<file path="src/rtl/cal_pkg.sv">
package cal_pkg;

    typedef struct packed {
        logic [7:0] cen;
        logic [7:0] dow;
        logic [7:0] year;
        logic [7:0] month;
        logic [7:0] date;
        logic [7:0] hour;
        logic [7:0] min;
        logic [7:0] sec;
    } cal_time_t;

    typedef enum logic [1:0] {
        ACT_IDLE = 2'd0,
        ACT_STEP = 2'd1,
        ACT_LOAD = 2'd2
    } cal_act_e;

    localparam logic [63:0] CAL_RESET_WORD = 64'h2000_0000_0000_0000;
    localparam logic [63:0] CAL_LOAD_MASK  = 64'hFF07_FF1F_3FBF_7F7F;

    // Increment a two-digit BCD byte (caller handles the top value).
    function automatic logic [7:0] bcd_inc(input logic [7:0] v);
        logic [7:0] r;
        if (v[3:0] >= 4'd9) begin
            r = {v[7:4] + 4'd1, 4'd0};
        end else begin
            r = {v[7:4], v[3:0] + 4'd1};
        end
        return r;
    endfunction

endpackage

</file>
<file path="src/rtl/cal_prescale.sv">
module cal_prescale #(
    parameter int TICKS_PER_SEC = 4
) (
    input  logic clk,
    input  logic rst_n,
    input  logic tick_in,
    input  logic restart,
    output logic sec_pulse
);

    generate
        if (TICKS_PER_SEC <= 1) begin : g_direct
            logic unused_ok;
            assign unused_ok = ^{clk, rst_n};
            assign sec_pulse = tick_in & ~restart;
        end else begin : g_count
            localparam int CW = $clog2(TICKS_PER_SEC);
            localparam logic [CW-1:0] LAST = CW'(TICKS_PER_SEC - 1);
            logic [CW-1:0] phase_q;

            always_ff @(posedge clk) begin
                if (!rst_n || restart) begin
                    phase_q <= '0;
                end else if (tick_in) begin
                    phase_q <= (phase_q == LAST) ? '0 : phase_q + 1'b1;
                end
            end

            assign sec_pulse = tick_in & ~restart & (phase_q == LAST);
        end
    endgenerate

endmodule

</file>
<file path="src/rtl/cal_month_len.sv">
module cal_month_len (
    input  logic [7:0] month,
    input  logic [7:0] year,
    output logic [7:0] last_day
);

    logic leap;

    // BCD year divisible by 4: even tens -> units 0/4/8, odd tens -> units 2/6.
    always_comb begin
        if (!year[4]) begin
            leap = (year[3:0] == 4'd0) || (year[3:0] == 4'd4) || (year[3:0] == 4'd8);
        end else begin
            leap = (year[3:0] == 4'd2) || (year[3:0] == 4'd6);
        end
    end

    always_comb begin
        unique case (month)
            8'h02:                      last_day = leap ? 8'h29 : 8'h28;
            8'h04, 8'h06, 8'h09, 8'h11: last_day = 8'h30;
            default:                    last_day = 8'h31;
        endcase
    end

endmodule

</file>
<file path="src/rtl/cal_time_next.sv">
module cal_time_next
    import cal_pkg::*;
(
    input  cal_time_t  cur,
    input  logic [7:0] last_day,
    output cal_time_t  nxt
);

    logic c_min, c_hr, c_day, c_mon, c_yr, c_cen;
    logic [7:0] hr_cnt;

    assign hr_cnt = {2'b00, cur.hour[5:0]};

    assign c_min = (cur.sec == 8'h59);
    assign c_hr  = c_min && (cur.min == 8'h59);
    assign c_day = c_hr && (hr_cnt == 8'h23);
    assign c_mon = c_day && (cur.date == last_day);
    assign c_yr  = c_mon && (cur.month == 8'h12);
    assign c_cen = c_yr && (cur.year == 8'h99);

    always_comb begin
        nxt = cur;
        nxt.sec = c_min ? 8'h00 : bcd_inc(cur.sec);
        if (c_min) begin
            nxt.min = c_hr ? 8'h00 : bcd_inc(cur.min);
        end
        if (c_hr) begin
            nxt.hour = {cur.hour[7], 1'b0, c_day ? 6'h00 : bcd_inc(hr_cnt)[5:0]};
        end
        if (c_day) begin
            nxt.date = c_mon ? 8'h01 : bcd_inc(cur.date);
            nxt.dow  = {5'd0, (cur.dow[2:0] == 3'd6) ? 3'd0 : cur.dow[2:0] + 3'd1};
        end
        if (c_mon) begin
            nxt.month = c_yr ? 8'h01 : bcd_inc(cur.month);
        end
        if (c_yr) begin
            nxt.year = c_cen ? 8'h00 : bcd_inc(cur.year);
        end
        if (c_cen) begin
            nxt.cen = bcd_inc(cur.cen);
        end
    end

endmodule

</file>
<file path="src/rtl/bcd_cal_counter.sv">
module bcd_cal_counter
    import cal_pkg::*;
#(
    parameter int TICKS_PER_SEC = 4
) (
    input  logic        clk,
    input  logic        rst_n,
    input  logic        tick_in,
    input  logic        ld_en,
    input  logic [63:0] ld_time,
    output logic [63:0] time_o
);

    cal_time_t  cur_q;
    cal_time_t  nxt;
    cal_act_e   act;
    logic       sec_pulse;
    logic [7:0] last_day;

    cal_prescale #(.TICKS_PER_SEC(TICKS_PER_SEC)) u_pre (
        .clk       (clk),
        .rst_n     (rst_n),
        .tick_in   (tick_in),
        .restart   (ld_en),
        .sec_pulse (sec_pulse)
    );

    cal_month_len u_mlen (
        .month    (cur_q.month),
        .year     (cur_q.year),
        .last_day (last_day)
    );

    cal_time_next u_next (
        .cur      (cur_q),
        .last_day (last_day),
        .nxt      (nxt)
    );

    always_comb begin
        if (ld_en) begin
            act = ACT_LOAD;
        end else if (sec_pulse) begin
            act = ACT_STEP;
        end else begin
            act = ACT_IDLE;
        end
    end

    always_ff @(posedge clk) begin
        if (!rst_n) begin
            cur_q <= cal_time_t'(CAL_RESET_WORD);
        end else begin
            unique case (act)
                ACT_LOAD: cur_q <= cal_time_t'(ld_time & CAL_LOAD_MASK);
                ACT_STEP: cur_q <= nxt;
                ACT_IDLE: cur_q <= cur_q;
                default:  cur_q <= cur_q;
            endcase
        end
    end

    assign time_o = cur_q;

endmodule

</file>
<file path="config.mk">
export PLATFORM = sky130hd
export DESIGN_NAME = bcd_cal_counter
export DESIGN_NICKNAME = d
export VERILOG_FILES = /design/src/rtl/cal_pkg.sv /design/src/rtl/cal_prescale.sv /design/src/rtl/cal_month_len.sv /design/src/rtl/cal_time_next.sv /design/src/rtl/bcd_cal_counter.sv
export SDC_FILE = /design/constraint.sdc
export NUM_CORES = 1
export LEC_CHECK = 0
export BUFFER_PORTS_ARGS = -buffer_cell sky130_fd_sc_hd__buf_2
export CORE_MARGIN = 1.5
export CORE_UTILIZATION = 30
export CTS_BUF_LIST = sky130_fd_sc_hd__clkbuf_4
export CTS_CLUSTER_DIAMETER = 50
export CTS_CLUSTER_SIZE = 25
export DETAILED_ROUTE_END_ITERATION = 7
export HOLD_SLACK_MARGIN = 0.08
export PLACE_DENSITY = 0.51
export SYNTH_ARGS = -nofsm -noshare
export SYNTH_HDL_FRONTEND = slang
export SYNTH_HIERARCHICAL = 1
export SYNTH_SLANG_ARGS = --single-unit
</file>
<file path="constraint.sdc">
create_clock -name clk -period 4.3 [get_ports clk]
set_input_delay 0.86 -clock clk [delete_from_list [all_inputs] [get_ports clk]]
set_output_delay 0.86 -clock clk [all_outputs]
set_load 0.02 [all_outputs]
</file>
==> run_results.csv, run 1 <==
group,metric,value,unit
outcome,status,"finished clean",
global_routing,grt_max_degree,104,
critical_path,crit_family,"simple AND/OR/NAND/NOR gates",
clock_tree,postCtsSetupBuffers,0,
synth,ys_seq_area_frac,0.242,
critical_path,path_cells,"or3_1, or3b_4, nand2b_1, xor2_1, nor4_4, nand4_2, nor4_4, mux2_4, mux2_4, o21a_1",
global_routing,grt_pass1_wl,22.9,mm
clock_tree,cts-root-buf,"clkbuf_4",
job,maxCapViolations,0,
placement,port_buffers,118,
sta,fin_crit_sh,0.857,
sta,max_freq,0.271,GHz
synth,synthTopCellsByArea,"dfxtp_1, mux2_4, o211a_1, ha_1, nand2b_1",
synth,ys_ff_latch,66,
synth,yosysTopAreaCell,"dfxtp_1",
drt,drtIter0Drc,239,
global_routing,grtUsageTotal,0.154,
placement,dp_hpwl,9.75,mm
clock_tree,cts_repair_resize_count,0,
clock_tree,hold_buffers,0,
drt,routedWlPerCell,15.4,µm
drt,drc_errors,0,
drt,via_per_inst,4.95,
floorplanning,ios,132,
pwr,power_density,235,nW/µm²
final_layout,n_fill_cell,1892,
final_layout,multiInputGateArea,3780,µm²
final_layout,area_growth,14.2,%
synth,synth_edf_count,0,
synth,yosysWarnings,6,
clock_tree,clockBufferDepth,2,
sta,clock_skew,0.0153,ns
worst_hold_path,hp-class,"reg -> reg",
floorplanning,initial_utilization,0.305,
final_layout,nNetsFinal,785,
placement,place.gp.congestion,0.795,
synth,syn_area_per_cell,9.37,µm²
final_layout,final-seq-area,1320,µm²
drt,firstDrtPassIters,4,
sta,hold_viol,0,
critical_path,required,4.66,ns
final_layout,final_layout_size_suffix_gt1_frac,0.301,
sta,drv_slew,0,
drt,final_antenna_net_count,0,
critical_path,cp_slowest_stage_delay,0.53,ns
global_routing,antenna_found_initial,2,
clock_tree,cts_tree,"yes",
critical_path,cp_max_fo,9,
sta,setup_viol,0,
synth,synthArstFlopShare,0,
clock_tree,cts_htree_levels,3,
pwr,power.total,0.00147,W
critical_path,cp-start-kind,"register",
clock_tree,clock_latency,0.46,ns
sta,fin_crit,3.69,ns
synth,synthCells,583,
floorplanning,dieHeight,138,µm
critical_path,crit_buf_inv,0,
pwr,p_leak,3.10,nW
sta,tns,0,ns
floorplanning,die_x,138,µm
drt,vias,4542,
critical_path,cp_slowest_cell,"nor4_4",
critical_path,end_kind,"register",
final_layout,post-route-util,0.349,
synth,synth_ff_type,"dfxtp_1",
floorplanning,core,17900,µm²
floorplanning,num_rows,49,
synth,netlist_area,5470,µm²
global_routing,first_global_vias,4537,
floorplanning,die_area,19000,µm²
clock_tree,cts.sinks,66,
clock_tree,clk_pin_slew,0.12,ns
drt,drt_wl_total,14.1,mm
synth,synth.distinct_cells,67,
sta,maxSlewHeadroom,0.315,
sta,rsz0062_at_grt,"false",
global_routing,grt-ovfl-total,0,
critical_path,cp.arrival,4.04,ns
synth,netlist.area_leader.share,0.242,
critical_path,worstSetupPathType,"reg -> reg",
sta,max_slew.worst_pin.slew,1.03,ns
clock_tree,cts-buffers-inserted,9,
pwr,ir_drop,119,µV
==> placed cells by master (no fill, tap or decap), types with 3 or more instances in the layout <==
master | synthesis | routed
mux2_4 | 47 | 47
mux2_2 | 6 | 6
a31oi_1 | 4 | 4
conb_1 | 2 | 5
a211oi_1 | 3 | 3
buf_2 | 7 | 117
and3_1 | 3 | 3
dfxtp_1 | 66 | 66
mux2i_1 | 18 | 18
a21o_1 | 3 | 3
xor2_1 | 19 | 19
a21boi_0 | 3 | 3
o211a_1 | 50 | 50
clkinv_1 | 0 | 3
buf_4 | 9 | 3
nand2_1 | 24 | 24
nand4_1 | 8 | 8
nand3_1 | 15 | 15
ha_1 | 34 | 34
clkbuf_4 | 0 | 10
o21ai_0 | 23 | 23
o22ai_1 | 4 | 4
nor3_1 | 6 | 6
nand2b_1 | 57 | 57
nor4_4 | 3 | 3
nor2b_1 | 7 | 7
and2_1 | 4 | 4
a21oi_1 | 6 | 6
inv_1 | 28 | 28
o21a_1 | 3 | 3
nor2_1 | 52 | 52
xnor2_1 | 7 | 7
==> kinds of logic after synthesis <==
kind of cell    Yosys count  share of synthesized area
simple gates            209                      0.225
xor+xnor                 26                     0.0417
mux                      71                      0.174
buf+inv                  63                     0.0701
fa+ha+maj                34                     0.0778
other cells               2                    0.00137
flops                    66                      0.242
compound gates          112                      0.168
==> stage by stage <==
stage | area [µm²] | setup WS (ns) | instances | hold WS [ns]
5_1_grt | 6240 | 0.404 | 917 | 0.570
3_3_place_gp | 6120 | 0.713 | 901 | 0.479
3_5_place_dp | 6120 | 0.638 | 901 | 0.502
6_report | 6240 | 0.614 | 917 | 0.519
2_1_floorplan | 5480 | 1.02 | 586 | 0.465
4_1_cts | 6240 | 0.615 | 916 | 0.525
==> cell type report <==
cell class                      count  area share
Timing Repair Buffer              121       0.101
Antenna cell                        1    0.000401
Sequential cell                    66       0.212
Clock buffer                       10      0.0120
Clock inverter                      5     0.00742
Inverter                           28      0.0168
Tap cell                          229      0.0459
Multi-Input combinational cell    457       0.605
==> worst register-to-register path: stages (launching register included) <==
cell	delay, ns
dfxtp_1	0.42
or3_1	0.43
or3b_4	0.40
nand2b_1	0.16
xor2_1	0.20
nor4_4	0.53
nand4_2	0.31
nor4_4	0.39
mux2_4	0.34
mux2_4	0.25
o21a_1	0.16
==> state kept, by name, summed over array words and instances, names as in the netlist <==
register and count:
time_o 64, u_pre/g_count.phase_q 2
==> power by group <==
part / internal [W] / leakage (nW) / switching, W
Clock: 0.000174 / 0.0688 / 0.000244
Combinational: 0.000167 / 2.49 / 0.000179
Sequential: 0.000645 / 0.545 / 0.0000573
==> Yosys cell counts, types with 11 or more instances <==
cell type  count
nor2_1        52
mux2i_1       18
mux2_4        47
o211a_1       50
nand2b_1      57
nand3_1       15
nand2_1       24
inv_1         28
o21ai_0       23
clkbuf_1      11
ha_1          34
xor2_1        19
dfxtp_1       66
==> path summary, 6_finish.rpt <==
kind / startpoint / end / slack [ns] / depth (start not counted)
setup / recovery: time_o[32] / time_o[61] / 0.61 / 10
hold / removal: u_pre/g_count.phase_q[0] / u_pre/g_count.phase_q[0] / 0.52 / 2
setup reg to reg: time_o[32] / time_o[61] / 0.61 / 10
hold reg to reg: u_pre/g_count.phase_q[0] / u_pre/g_count.phase_q[0] / 0.52 / 2
==> layer usage <==
| metal | global-route usage | part of all wire | up-vias |
|---|---|---|---|
| met2 | 0.249 | 0.45 | 102 |
| met3 | 0.0384 | 0.056 | 19 |
| met1 | 0.195 | 0.47 | 2159 |
| met5 | 0 | 0.00071 | - |
| li1 | - | - | 2260 |
| met4 | 0.0677 | 0.021 | 2 |
(Power assumes the default switching activity.)
==> inputs of run 2 (changes only) <==
--- a/config.mk
+++ b/config.mk
@@ -14,6 +14,7 @@
 export DETAILED_ROUTE_END_ITERATION = 7
 export HOLD_SLACK_MARGIN = 0.08
 export PLACE_DENSITY = 0.51
+export RECOVER_POWER = 25
 export SYNTH_ARGS = -nofsm -noshare
 export SYNTH_HDL_FRONTEND = slang
 export SYNTH_HIERARCHICAL = 1
==> run 2 against run 1 <==
Net effect:
- the run now ends with max-capacitance violations, max-slew violations left
- critical path type unchanged
- first-iteration DRC count shrank 12%
- design area shrank 0.64%
- sequential cell count unchanged
- sequential share of layout area up 0.14 points
==> run_results.csv, run 2 (same netlist as run 1, synthesis figures left out) <==
group,metric,value,unit
drt,routedWlPerCell,15.4,µm
global_routing,grt_max_degree,104,
final_layout,nNetsFinal,785,
clock_tree,cts-root-buf,"clkbuf_4",
floorplanning,core,17900,µm²
worst_hold_path,min_path_cells,2,
clock_tree,hold_buffers,0,
sta,drv_slew,104,
floorplanning,die_x,138,µm
clock_tree,clk_pin_slew,0.12,ns
pwr,power_density,236,nW/µm²
pwr,pwr-share-seq,0.480,
global_routing,grt-ovfl-total,0,
final_layout,layout_commonest_cell,"buf_2",
critical_path,cp.arrival,4.04,ns
pwr,ir_drop,118,µV
critical_path,cp_max_fo,9,
floorplanning,initial_utilization,0.305,
critical_path,rr_worst_depth,10,
placement,place.gp.congestion,0.795,
sta,maxSlewHeadroom,-0.356,
sta,fin_crit_sh,0.857,
final_layout,area_growth,13.5,%
final_layout,mostFrequentLayoutCells,"buf_2, dfxtp_1, nand2b_1",
pwr,switching_power,0.000480,W
floorplanning,dieHeight,138,µm
final_layout,largest_register_ff_count,64,
floorplanning,num_rows,49,
drt,top_layer_used,"met5",
sta,clock_skew,0.0141,ns
global_routing,first_global_vias,4537,
sta,setup_viol,0,
clock_tree,clock_latency,0.46,ns
drt,vias,4560,
critical_path,end_kind,"register",
clock_tree,cts_repair_resize_count,0,
outcome,status,"finished with violations",
critical_path,reg2reg_slack,0.61,ns
pwr,internal_power,0.000984,W
drt,final_antenna_net_count,0,
critical_path,required,4.66,ns
drt,drc_errors,0,
clock_tree,cts.sinks,66,
critical_path,crit_start,"time_o[32]",
clock_tree,cts_tree,"yes",
global_routing,grtUsageTotal,0.154,
drt,met2WireLength,6.38,mm
worst_hold_path,hp-class,"reg -> reg",
sta,max_freq,0.271,GHz
drt,firstDrtPassIters,4,
pwr,p_comb_frac,0.235,
sta,hold_viol,0,
placement,dp_hpwl,9.75,mm
pwr,clockPowerShare,0.285,
critical_path,r2r_end,"time_o[61]",
outcome,failed_checks,"max-capacitance violations, max-slew violations",
drt,drt_wl_total,14.1,mm
critical_path,worstSetupPathType,"reg -> reg",
placement,port_buffers,118,
clock_tree,cts-buffers-inserted,9,
pwr,swShare,0.328,
drt,via_per_inst,4.97,
sta,max_slew.worst_pin.slew,2.03,ns
critical_path,crit_path_end,"time_o[61]",
final_layout,final_layout_size_suffix_gt1_frac,0.258,
clock_tree,cts_htree_levels,3,
sta,tns,0,ns
sta,hold_ws,0.519,ns
clock_tree,postCtsSetupBuffers,0,
clock_tree,clockBufferDepth,2,
floorplanning,die_area,19000,µm²
sta,rsz0062_at_grt,"false",
drt,drtIter0Drc,211,
critical_path,r2r_start,"time_o[32]",
drt,wl_met3,867,µm
global_routing,antenna_found_initial,2,
pwr,p_leak,2.99,nW
critical_path,cp-start-kind,"register",
drt,wl_met1,6.56,mm
job,maxCapViolations,1,
floorplanning,ios,132,
global_routing,grt_pass1_wl,22.9,mm
sta,fin_crit,3.69,ns
-- run 2: cell count changes in the layout (fill, tap and decap cells not counted), sizes merged --
cell and delta:
buf -32, clkbuf +32
-- run 2: layout make-up --
cell class / count / area (µm²)
Sequential cell: 66 / 1320
Timing Repair Buffer: 121 / 588
Tap cell: 229 / 287
Inverter: 28 / 105
Clock inverter: 5 / 46.3
Clock buffer: 10 / 75.1
Fill cell: 1903 / 11700
Multi-Input combinational cell: 457 / 3780
Antenna cell: 1 / 2.50
-- run 2: metrics by stage --
stage	std cells	setup WS, ns	utilization	total power [W]	instance area (µm²)
2_1_floorplan	586	1.02	-	0.000958	5480
3_3_place_gp	901	0.713	0.342	0.00105	6120
3_5_place_dp	901	0.638	0.342	0.00106	6120
4_1_cts	916	0.615	0.348	0.00149	6240
5_1_grt	917	0.404	0.346	0.00156	6200
6_report	917	0.614	0.346	0.00146	6200
-- run 2: power groups by stage --
stage / Clock [W] / Combinational (W) / Sequential (W)
3_3_place_gp: 0 / 0.000340 / 0.000714
5_1_grt: 0.000462 / 0.000382 / 0.000711
4_1_cts: 0.000440 / 0.000350 / 0.000703
6_report: 0.000418 / 0.000344 / 0.000703
3_5_place_dp: 0 / 0.000346 / 0.000716
2_1_floorplan: 0 / 0.000216 / 0.000742
-- run 2: routing by layer --
layer / up-vias / GRT usage
met5: - / 0
met4: 2 / 0.0677
li1: 2264 / -
met1: 2158 / 0.195
met3: 23 / 0.0384
met2: 113 / 0.249
-- run 2: worst max-delay path: stages, from the launching register on --
cell and delay, ns:
dfxtp_1 0.41, or3_1 0.42, or3b_4 0.40, nand2b_1 0.16
xor2_1 0.20, nor4_4 0.53, nand4_2 0.31, nor4_4 0.39
mux2_4 0.34, mux2_4 0.25, o21a_1 0.16
-- run 2: worst min path at each step --
stage / from / endpoint / slack, ns
floorplan: u_pre/g_count.phase_q[1] / u_pre/g_count.phase_q[1] / 0.46
detailed placement: time_o[52] / time_o[52] / 0.50
global route: u_pre/g_count.phase_q[1] / u_pre/g_count.phase_q[1] / 0.57
CTS: u_pre/g_count.phase_q[0] / u_pre/g_count.phase_q[0] / 0.53
global placement: u_pre/g_count.phase_q[1] / u_pre/g_count.phase_q[1] / 0.48
finish: u_pre/g_count.phase_q[0] / u_pre/g_count.phase_q[0] / 0.52
==> inputs of run 3 (changes only) <==
--- a/config.mk
+++ b/config.mk
@@ -7,13 +7,13 @@
 export LEC_CHECK = 0
 export BUFFER_PORTS_ARGS = -buffer_cell sky130_fd_sc_hd__buf_2
 export CORE_MARGIN = 1.5
-export CORE_UTILIZATION = 30
+export CORE_UTILIZATION = 55
 export CTS_BUF_LIST = sky130_fd_sc_hd__clkbuf_4
 export CTS_CLUSTER_DIAMETER = 50
 export CTS_CLUSTER_SIZE = 25
 export DETAILED_ROUTE_END_ITERATION = 7
 export HOLD_SLACK_MARGIN = 0.08
-export PLACE_DENSITY = 0.51
+export PLACE_DENSITY = 0.83
 export RECOVER_POWER = 25
 export SYNTH_ARGS = -nofsm -noshare
 export SYNTH_HDL_FRONTEND = slang
==> constraint.sdc (replaced) <==
create_clock -name clk -period 3.8 [get_ports clk]
set_input_delay 0.76 -clock clk [delete_from_list [all_inputs] [get_ports clk]]
set_output_delay 0.76 -clock clk [all_outputs]
set_load 0.02 [all_outputs]
==> run 3 against run 2 <==
Net effect:
- register-to-register slack got worse by 0.30 ns
- clock skew increased by 0.0039 ns
- the flow still finishes with violations (max-capacitance violations, max-slew violations)
- combinational power increased by 13%
- largest cell class unchanged
- die area decreased by 45%
- count of clock-buffer cells in the layout unchanged
- critical path type unchanged
- sequential share of layout area increased by 0.21 points
- sequential power increased by 13%
- power increased by 18%
- non-clock buffer count increased by 3
- fmax increased by 5.7%
- first-iteration DRC count decreased by 20%
==> run_results.csv, run 3 (same netlist as run 1, synthesis figures left out) <==
group,metric,value,unit
placement,dp_hpwl,8.76,mm
clock_tree,cts_tree,"yes",
final_layout,multiInputGateArea,3780,µm²
critical_path,r2r_start,"time_o[32]",
final_layout,final_layout_size_suffix_gt1_frac,0.265,
drt,vias,4555,
critical_path,worstSetupPathType,"reg -> reg",
drt,via_per_inst,5.51,
critical_path,cp_max_fo,11,
final_layout,largest_register_ff_count,64,
job,maxCapViolations,1,
critical_path,cp.arrival,3.83,ns
sta,setup_viol,0,
global_routing,grt_max_degree,104,
clock_tree,hold_buffers,0,
clock_tree,cts.sinks,66,
drt,drt_wl_total,12.5,mm
critical_path,crit_cells,11,
drt,routedWlPerCell,15.1,µm
final_layout,nNetsFinal,788,
global_routing,grt.busiest_layer,"met2",
sta,tns,0,ns
critical_path,crit_start,"time_o[32]",
floorplanning,die_area,10500,µm²
final_layout,n_fill_cell,845,
placement,port_buffers,118,
critical_path,rr_worst_depth,11,
clock_tree,cts_htree_levels,3,
clock_tree,cts-root-buf,"clkbuf_4",
global_routing,first_global_vias,4304,
clock_tree,cts_repair_resize_count,0,
final_layout,area_growth,12.4,%
sta,fin_crit,3.49,ns
critical_path,end_kind,"register",
sta,clock_skew,0.0180,ns
placement,place.gp.congestion,0.858,
final_layout,final-seq-area,1320,µm²
sta,drv_slew,104,
critical_path,cp_slowest_stage_delay,0.42,ns
drt,drtIter0Drc,169,
global_routing,grt_util_met1,0.306,
drt,drc_errors,0,
global_routing,grt-ovfl-total,0,
outcome,failed_checks,"max-capacitance violations, max-slew violations",
floorplanning,dieHeight,103,µm
sta,maxSlewHeadroom,-0.295,
critical_path,reg2reg_slack,0.31,ns
critical_path,crit_family,"simple AND/OR/NAND/NOR gates",
clock_tree,clockBufferDepth,2,
clock_tree,cts-buffers-inserted,9,
sta,rsz0062_at_grt,"false",
pwr,p_leak,3.01,nW
floorplanning,initial_utilization,0.564,
critical_path,required,4.14,ns
critical_path,path_cells,"or3_1, or3b_4, nand2b_1, xor2_1, nor4_4, buf_4, and4_2, nand2_1, a21o_1, mux2_4, o211a_1",
sta,fin_crit_sh,0.918,
sta,hold_viol,0,
worst_hold_path,hp-class,"reg -> reg",
floorplanning,ios,132,
critical_path,cp-start-kind,"register",
pwr,power_density,280,nW/µm²
final_layout,mostFrequentLayoutCells,"buf_2, dfxtp_1, nand2b_1",
global_routing,gr-usage-met3,0.0705,
outcome,status,"finished with violations",
pwr,ir_drop,285,µV
critical_path,cp_slowest_cell,"or3_1",
drt,firstDrtPassIters,5,
global_routing,grtUsageTotal,0.243,
floorplanning,num_rows,36,
final_layout,layout_commonest_cell,"buf_2",
global_routing,antenna_found_initial,1,
critical_path,crit_path_end,"time_o[40]",
sta,max_slew.worst_pin.slew,1.94,ns
floorplanning,core,9680,µm²
floorplanning,die_x,103,µm
worst_hold_path,hp-start,"time_o[51]",
pwr,power.total,0.00172,W
global_routing,met2_usage,0.404,
critical_path,crit_buf_inv,1,
critical_path,r2r_end,"time_o[40]",
clock_tree,postCtsSetupBuffers,0,
global_routing,grt_pass1_wl,20.2,mm
drt,final_antenna_net_count,0,
clock_tree,clock_latency,0.45,ns
sta,max_freq,0.287,GHz
clock_tree,clk_pin_slew,0.11,ns
==> run 3: cell types whose count changed in the layout (fill, tap and decap cells not counted), sizes merged <==
cell	delta
buf	+3
bufinv	+1
clkinv	-1
clkinvlp	+1
diode	+1
==> run 3: per-layer routing <==
metal | routed length (µm) | vias up
met5 | 0 | -
met4 | 153 | 0
met3 | 570 | 10
met2 | 6080 | 111
met1 | 5700 | 2160
li1 | - | 2274
==> run 3: worst min path at each step <==
| stage | to | slack (ns) | cells after the start |
|---|---|---|---|
| 6_report | time_o[51] | 0.53 | 2 |
| 5_1_grt | time_o[54] | 0.55 | 2 |
| 4_1_cts | u_pre/g_count.phase_q[0] | 0.53 | 2 |
| 3_5_place_dp | time_o[52] | 0.51 | 2 |
| 3_3_place_gp | u_pre/g_count.phase_q[1] | 0.48 | 2 |
| 2_1_floorplan | u_pre/g_count.phase_q[1] | 0.46 | 2 |
==> run 3: worst register-to-register path: cells and delay by family (launching register included) <==
family	cells	cell delay (ns)
flops	1	0.40
xor+xnor	1	0.20
compound gates	2	0.40
buf+inv	1	0.21
simple gates	6	1.93
mux	1	0.25
==> run 3: final cells by class <==
type / count / area share
clock buffers: 10 / 0.0122
well taps: 133 / 0.0271
multi-input cells: 457 / 0.615
clock inverters: 6 / 0.0132
repair buffers: 124 / 0.0994
inverters: 28 / 0.0171
flip-flops and latches: 66 / 0.215
diodes: 2 / 0.000815
==> run 3: power by group <==
group / leakage, nW / internal [W] / total (W) / switching, W
Clock: 0.0838 / 0.000270 / 0.000540 / 0.000270
Sequential: 0.545 / 0.000730 / 0.000792 / 0.0000624
Combinational: 2.39 / 0.000188 / 0.000389 / 0.000202
==> run 3: per-stage QoR <==
stage / setup slack [ns] / hold WS, ns / cell area, µm² / cells / utilization
floorplan: 0.516 / 0.465 / 5480 / 586 / -
global placement: 0.422 / 0.478 / 6020 / 808 / 0.622
detailed placement: 0.339 / 0.505 / 6020 / 808 / 0.622
CTS: 0.327 / 0.527 / 6180 / 824 / 0.638
global route: 0.129 / 0.549 / 6140 / 826 / 0.634
finish: 0.313 / 0.528 / 6140 / 826 / 0.634
